===== src/rtl/sram_lane_pkg.sv =====
package sram_lane_pkg;
  typedef enum logic [2:0] {
    ST_IDLE,
    ST_RADDR,
    ST_RWAIT,
    ST_WSETUP,
    ST_WPULSE,
    ST_WHOLD
  } seq_st_e;

  function automatic int max_of4(int a, int b, int c, int d);
    int m;
    m = a;
    if (b > m) m = b;
    if (c > m) m = c;
    if (d > m) m = d;
    return m;
  endfunction
endpackage


===== src/rtl/sram_lane_timer.sv =====
module sram_lane_timer #(
  parameter int CNT_W = 4
) (
  input  logic             clk_i,
  input  logic             rst_ni,
  input  logic             load_i,
  input  logic [CNT_W-1:0] load_val_i,
  output logic             done_o
);
  logic [CNT_W-1:0] cnt_q;

  always_ff @(posedge clk_i or negedge rst_ni) begin
    if (!rst_ni)              cnt_q <= '0;
    else if (load_i)          cnt_q <= load_val_i;
    else if (cnt_q != '0)     cnt_q <= cnt_q - 1'b1;
  end

  assign done_o = (cnt_q == '0);
endmodule


===== src/rtl/sram_lane_seq.sv =====
module sram_lane_seq
  import sram_lane_pkg::*;
#(
  parameter int LANES    = 2,
  parameter int RD_WAIT  = 2,
  parameter int WR_SETUP = 1,
  parameter int WR_PULSE = 2,
  parameter int WR_HOLD  = 1
) (
  input  logic             clk_i,
  input  logic             rst_ni,
  input  logic             req_valid_i,
  input  logic             req_write_i,
  input  logic [LANES-1:0] req_mask_i,
  output logic             ready_o,
  output logic             accept_o,
  output logic             last_o,
  output seq_st_e          state_o
);
  localparam int MAX_CNT = max_of4(RD_WAIT, WR_SETUP, WR_PULSE, WR_HOLD);
  localparam int CNT_W   = (MAX_CNT < 2) ? 1 : $clog2(MAX_CNT);

  seq_st_e          st_q, st_d;
  logic             done, load;
  logic [CNT_W-1:0] load_val;

  sram_lane_timer #(.CNT_W(CNT_W)) u_timer (
    .clk_i      (clk_i),
    .rst_ni     (rst_ni),
    .load_i     (load),
    .load_val_i (load_val),
    .done_o     (done)
  );

  assign ready_o  = (st_q == ST_IDLE) || ((st_q == ST_WHOLD) && done);
  assign accept_o = req_valid_i && ready_o;

  always_comb begin
    st_d = st_q;
    unique case (st_q)
      ST_IDLE:   if (accept_o) begin
                   if (!req_write_i)           st_d = ST_RADDR;
                   else if (req_mask_i != '0)  st_d = ST_WSETUP;
                 end
      ST_RADDR:  st_d = ST_RWAIT;
      ST_RWAIT:  if (done) st_d = ST_IDLE;
      ST_WSETUP: if (done) st_d = ST_WPULSE;
      ST_WPULSE: if (done) st_d = ST_WHOLD;
      ST_WHOLD:  if (done) begin
                   if (!accept_o)              st_d = ST_IDLE;
                   else if (!req_write_i)      st_d = ST_RADDR;
                   else if (req_mask_i != '0)  st_d = ST_WSETUP;
                   else                        st_d = ST_IDLE;
                 end
      default:   st_d = ST_IDLE;
    endcase
  end

  always_comb begin
    load = (st_d != st_q);
    unique case (st_d)
      ST_RWAIT:  load_val = CNT_W'(RD_WAIT - 1);
      ST_WSETUP: load_val = CNT_W'(WR_SETUP - 1);
      ST_WPULSE: load_val = CNT_W'(WR_PULSE - 1);
      ST_WHOLD:  load_val = CNT_W'(WR_HOLD - 1);
      default:   load_val = '0;
    endcase
  end

  always_ff @(posedge clk_i or negedge rst_ni) begin
    if (!rst_ni) st_q <= ST_IDLE;
    else         st_q <= st_d;
  end

  assign last_o  = done;
  assign state_o = st_q;
endmodule


===== src/rtl/sram_lane_ctrl.sv =====
module sram_lane_ctrl
  import sram_lane_pkg::*;
#(
  parameter int ADDR_W   = 17,
  parameter int DATA_W   = 16,
  parameter int RD_WAIT  = 2,
  parameter int WR_SETUP = 1,
  parameter int WR_PULSE = 2,
  parameter int WR_HOLD  = 1,
  localparam int LANES   = DATA_W / 8
) (
  input  logic              clk_i,
  input  logic              rst_ni,
  input  logic              req_valid_i,
  output logic              req_ready_o,
  input  logic              req_write_i,
  input  logic [ADDR_W-1:0] req_addr_i,
  input  logic [DATA_W-1:0] req_wdata_i,
  input  logic [LANES-1:0]  req_mask_i,
  output logic              rsp_valid_o,
  output logic [DATA_W-1:0] rsp_rdata_o,
  output logic [ADDR_W-1:0] mem_addr_o,
  output logic              mem_ce_no,
  output logic              mem_oe_no,
  output logic              mem_we_no,
  output logic [LANES-1:0]  mem_be_no,
  output logic [DATA_W-1:0] mem_dq_o,
  output logic              mem_dq_oe_o,
  input  logic [DATA_W-1:0] mem_dq_i
);
  seq_st_e           st;
  logic              accept, last;
  logic [ADDR_W-1:0] addr_q;
  logic [DATA_W-1:0] wdata_q, rdata_q, lane_bits;
  logic [LANES-1:0]  mask_q;
  logic              rsp_q;

  sram_lane_seq #(
    .LANES(LANES), .RD_WAIT(RD_WAIT), .WR_SETUP(WR_SETUP),
    .WR_PULSE(WR_PULSE), .WR_HOLD(WR_HOLD)
  ) u_seq (
    .clk_i       (clk_i),
    .rst_ni      (rst_ni),
    .req_valid_i (req_valid_i),
    .req_write_i (req_write_i),
    .req_mask_i  (req_mask_i),
    .ready_o     (req_ready_o),
    .accept_o    (accept),
    .last_o      (last),
    .state_o     (st)
  );

  for (genvar l = 0; l < LANES; l++) begin : g_lane
    assign lane_bits[8*l +: 8] = {8{mask_q[l]}};
  end

  always_ff @(posedge clk_i or negedge rst_ni) begin
    if (!rst_ni) begin
      addr_q  <= '0;
      wdata_q <= '0;
      mask_q  <= '0;
    end else if (accept) begin
      addr_q  <= req_addr_i;
      wdata_q <= req_wdata_i;
      mask_q  <= req_mask_i;
    end
  end

  always_ff @(posedge clk_i or negedge rst_ni) begin
    if (!rst_ni) begin
      rsp_q   <= 1'b0;
      rdata_q <= '0;
    end else begin
      rsp_q <= (st == ST_RWAIT) && last;
      if ((st == ST_RWAIT) && last) rdata_q <= mem_dq_i & lane_bits;
    end
  end

  logic in_rd, in_wr;
  assign in_rd = (st == ST_RADDR) || (st == ST_RWAIT);
  assign in_wr = (st == ST_WSETUP) || (st == ST_WPULSE) || (st == ST_WHOLD);

  assign mem_addr_o  = addr_q;
  assign mem_ce_no   = !(in_rd || in_wr);
  assign mem_oe_no   = (st != ST_RWAIT);
  assign mem_we_no   = !in_wr;
  assign mem_be_no   = (in_rd || (st == ST_WPULSE)) ? ~mask_q : '1;
  assign mem_dq_o    = wdata_q;
  assign mem_dq_oe_o = in_wr;
  assign rsp_valid_o = rsp_q;
  assign rsp_rdata_o = rdata_q;
endmodule


===== config.mk =====
export PLATFORM = sky130hd
export DESIGN_NAME = sram_lane_ctrl
export DESIGN_NICKNAME = d
export VERILOG_FILES = /design/src/rtl/sram_lane_pkg.sv /design/src/rtl/sram_lane_timer.sv /design/src/rtl/sram_lane_seq.sv /design/src/rtl/sram_lane_ctrl.sv
export SDC_FILE = /design/constraint.sdc
export NUM_CORES = 1
export LEC_CHECK = 0
export BUFFER_PORTS_ARGS = -buffer_cell sky130_fd_sc_hd__clkbuf_2
export CORE_MARGIN = 2
export CORE_UTILIZATION = 46
export DETAILED_ROUTE_END_ITERATION = 7
export PLACE_DENSITY = 0.85
export SYNTH_ARGS = -nofsm -noshare
export SYNTH_HDL_FRONTEND = slang
export SYNTH_SLANG_ARGS = --single-unit

===== constraint.sdc =====
create_clock -name clk_i -period 2 [get_ports clk_i]
set_clock_uncertainty 0.1 [all_clocks]
set_input_delay 0.1 -clock clk_i [delete_from_list [all_inputs] [get_ports clk_i]]
set_output_delay 0.1 -clock clk_i [all_outputs]
set_load 0.005 [all_outputs]

==> metrics list <==
- Final Hold Fails: 0
* Largest stage delay on the critical path: 450 ps
- In this run the vertical extent of the chip is 77.02 µm.
* Portion of total power attributed to the clock network: 0.143
- Via density per instance: 4.796
* Leak Pwr: 1.914 nW
* Net switching power: 0.001722 W
- Share of total power in sequential cells: 0.406
- Unrepaired setup endpoints after global routing: no
- Headroom to the max-slew limit came out at 0.5377.
- dfrtp_1 is the most common cell in the netlist.
- Port buffer count: 111
- Critical path buffers and inverters: 1
- Status: finished, final reports clean
* CTS buffer count: 5
- The final layout contains 410 nets.
- The largest individual stage delay along the critical path comes from the cell dfrtp_1.
- CTS H-Tree Depth: 2
- Crit start category: flip-flop
- Mean instance size in the synthesized netlist: 13.04 µm²
- Critical path class: reg -> reg
* Synthesis warning total: 0
* DRC violation count after routing: 0
- Wires add up to 6184 µm.
- Number of buffers on the longest clock path: 2
- Starting Density: 0.4771
- Post-synth top area share: 0.5714
- In the finished design, the share of the clock period the worst path needs comes to 0.9361.
- Entering global routing, the biggest net connects 57 pins.
- TritonCTS built the clock tree.
* Cell accounting for the most synthesized area: dfrtp_1
- The share of total power dissipated in combinational logic is 0.451.
- In this run the clock root is driven by a clkbuf_8.
- Via count of the first global-routing pass: 2029
- Total core area: 0.005140 mm²
* Synth top cells by count: dfrtp_1, nand2_1, mux2_4
- Transition time of the tightest slew-check pin: 693.4 ps
- Counting every net in the synthesized netlist gives 243.
- Post-route ant nets: 0
* Number of distinct library cells after synthesis: 32
* Width of the die: 77.02 µm
* Clock Sink Count: 56
- For this run, the leading register cell type out of synthesis is dfrtp_1.
- Across all hold checks on the routed design, the worst slack comes to 12.36 ps.
- Antenna violations before repair: 0
* First-pass GRT wire length: 9880 µm
- Setup violations remaining at the end of the flow were counted as 0.
* Proportion of layout cells with a drive suffix above 1: 0.4747
* Worst EP arrival: 1960 ps
- Die area: 0.005931 mm²
- Top cell family by delay on the critical path: flip-flops
- Total of max-cap violations: 0
* Sequential-to-total area share from yosys stat: 0.5714
- Once layout is done, the placed cells without fillers occupy 0.003712 mm².
- Detailed placement ended at an HPWL of 3706 µm.
* Cell area after placement: 0.003080 mm²
- The path class of the tightest hold or removal check is in -> reg.
- For this run, the total global-route usage over all layers was measured as 0.2093.
* Fraction of registers with async set or reset after synthesis: 1.000
- The worst setup path is captured at a flip-flop.
* Post-synthesis cell area: 0.002452 mm²
- Vias after detailed routing: 2043
- Post-CTS clock slew at the launch and capture registers of the worst setup and hold paths: 100 ps
- After global routing the overflow that remains totals 0.
- Data required, critical path: 2090 ps
- At the end of the flow the core is filled with cells to 0.7222.
- The synthesized design contains 0 enable-type register cells.
- Biggest fanout along the worst timing path: 18
- Synthesis inferred 56 register bits.
- The count of final max-slew check failures is 0.
- After detailed routing, the average wire length per cell comes to 14.52 µm.
- Dominant cells by area after synthesis: dfrtp_1, mux2_4, nand2_1
- Walking the worst path, the cells encountered are nor3_2 > o21a_2 > buf_12 > mux2_4.
- Of the total power, the share spent switching nets is 0.3322.
- Summed over all failing endpoints, the final setup total negative slack is 0 ps.
- 112 I/O pins were placed.
* Clock latency at the later pin of the worst-skew pair: 300 ps
- The floorplan has 26 rows.
- Number of detailed-route iterations in the first pass: 4
- Starting DRC count in detailed routing: 62
* GPL Wtd Cong: 0.7806
* Final worst path period need: 1872 ps
- Pint: 0.003462 W
* Synth-to-layout area growth: 51.38%
* Instance count of the mapped netlist: 188
- Post-CTS Resized: 0
* Highest ir drop seen on vdd: 770.1 µV
- Power spread over the standard cell area amounts to 1397 mW/mm².
* Fmax achieved: 0.5341 GHz
- 0 antenna diodes ended up in the layout.
==> worst reg2reg max path, cell delays in order, from the launching register on <==
cell,delay [ps]
dfrtp_1,450
nor3_2,300
o21a_2,360
buf_12,230
mux2_4,330
==> power by group through the flow <==
stage                     sequential [W]  combinational, W  clock (W)
final                            0.00210           0.00234   0.000741
after global routing             0.00218           0.00255   0.000806
after CTS                        0.00209           0.00234   0.000764
after detailed placement         0.00210           0.00225          0
after global placement           0.00208           0.00217          0
after floorplan                  0.00205           0.00142          0
==> metrics by stage <==
step | worst slack, ps | power, W | cells
detailed placement | 183.2 | 0.004350 | 366
floorplan | 321.5 | 0.003472 | 188
CTS | 142.8 | 0.005187 | 426
global route | 54.33 | 0.005537 | 426
global placement | 253.9 | 0.004254 | 366
finish | 127.8 | 0.005184 | 426
==> metal layers <==
metal,GRT usage,routed length [µm],vias up,share of wire
met4,0.04107,25,0,0.0040
met1,0.2758,2739,989,0.44
met2,0.3632,3145,79,0.51
met3,0.04000,273,6,0.044
met5,0,0,-,0
li1,-,-,969,-
==> registers in the layout, indices dropped and copies added, names as in the netlist <==
| register | count |
|---|---|
| rsp_rdata_o | 16 |
| u_seq.state_o | 3 |
| rsp_valid_o | 1 |
| mem_dq_o | 16 |
| u_seq.u_timer.cnt_q | 1 |
| mask_q | 2 |
| mem_addr_o | 17 |
==> cell families (layout without fill, tap and decap cells) <==
family,after synthesis,in the layout,share of synthesized area
AND/OR/NAND/NOR,51,51,0.1005
AO/OA/AOI/OAI,27,27,0.06327
buffers and inverters,17,185,0.05001
XOR/XNOR,1,1,0.003572
flip-flops,56,56,0.5714
multiplexers,36,36,0.2112
==> cells in the final DEF, fill, tap and decap left out, types with 2 or more instances in the layout <==
master,n
clkbuf_8,5
nor2b_1,2
clkbuf_2,111
o211ai_1,2
a21o_1,2
nand2_1,35
dlygate4sd3_1,52
dfrtp_1,56
nor2_1,3
inv_1,3
o21ai_0,3
buf_4,10
o21ai_1,16
mux2_2,6
mux2_4,30
==> cell type report <==
| cell class | count | area (µm²) |
|---|---|---|
| multi-input combinational | 115 | 929.6 |
| fill | 385 | 1428 |
| sequential | 56 | 1401 |
| clock buffer | 6 | 72.57 |
| clock inverter | 2 | 38.79 |
| timing repair buffer | 174 | 1171 |
| inverter | 3 | 11.26 |
| tap | 70 | 87.58 |
==> what timing repair did <==
item,in CTS,in global routing
hold buffers,52,0
setup buffers,0,0
endpoints found under the hold margin,107,0
==> worst paths after layout <==
| kind | startpoint | end | slack (ps) | depth (start not counted) |
|---|---|---|---|---|
| worst max-delay path | u_seq.state_o[1] | mem_dq_o[9] | 130 | 4 |
| worst min-delay path | req_valid_i | u_seq.state_o[0] | 10 | 3 |
| worst max register to register | u_seq.state_o[1] | mem_dq_o[9] | 130 | 4 |
| worst min register to register | rsp_rdata_o[2] | rsp_rdata_o[2] | 390 | 2 |
| max in group asynchronous | rst_ni | mask_q[1] | 980 | 3 |
| min in group asynchronous | rst_ni | rsp_rdata_o[9] | 360 | 3 |
No activity file was read; power rests on OpenSTA's default activity.
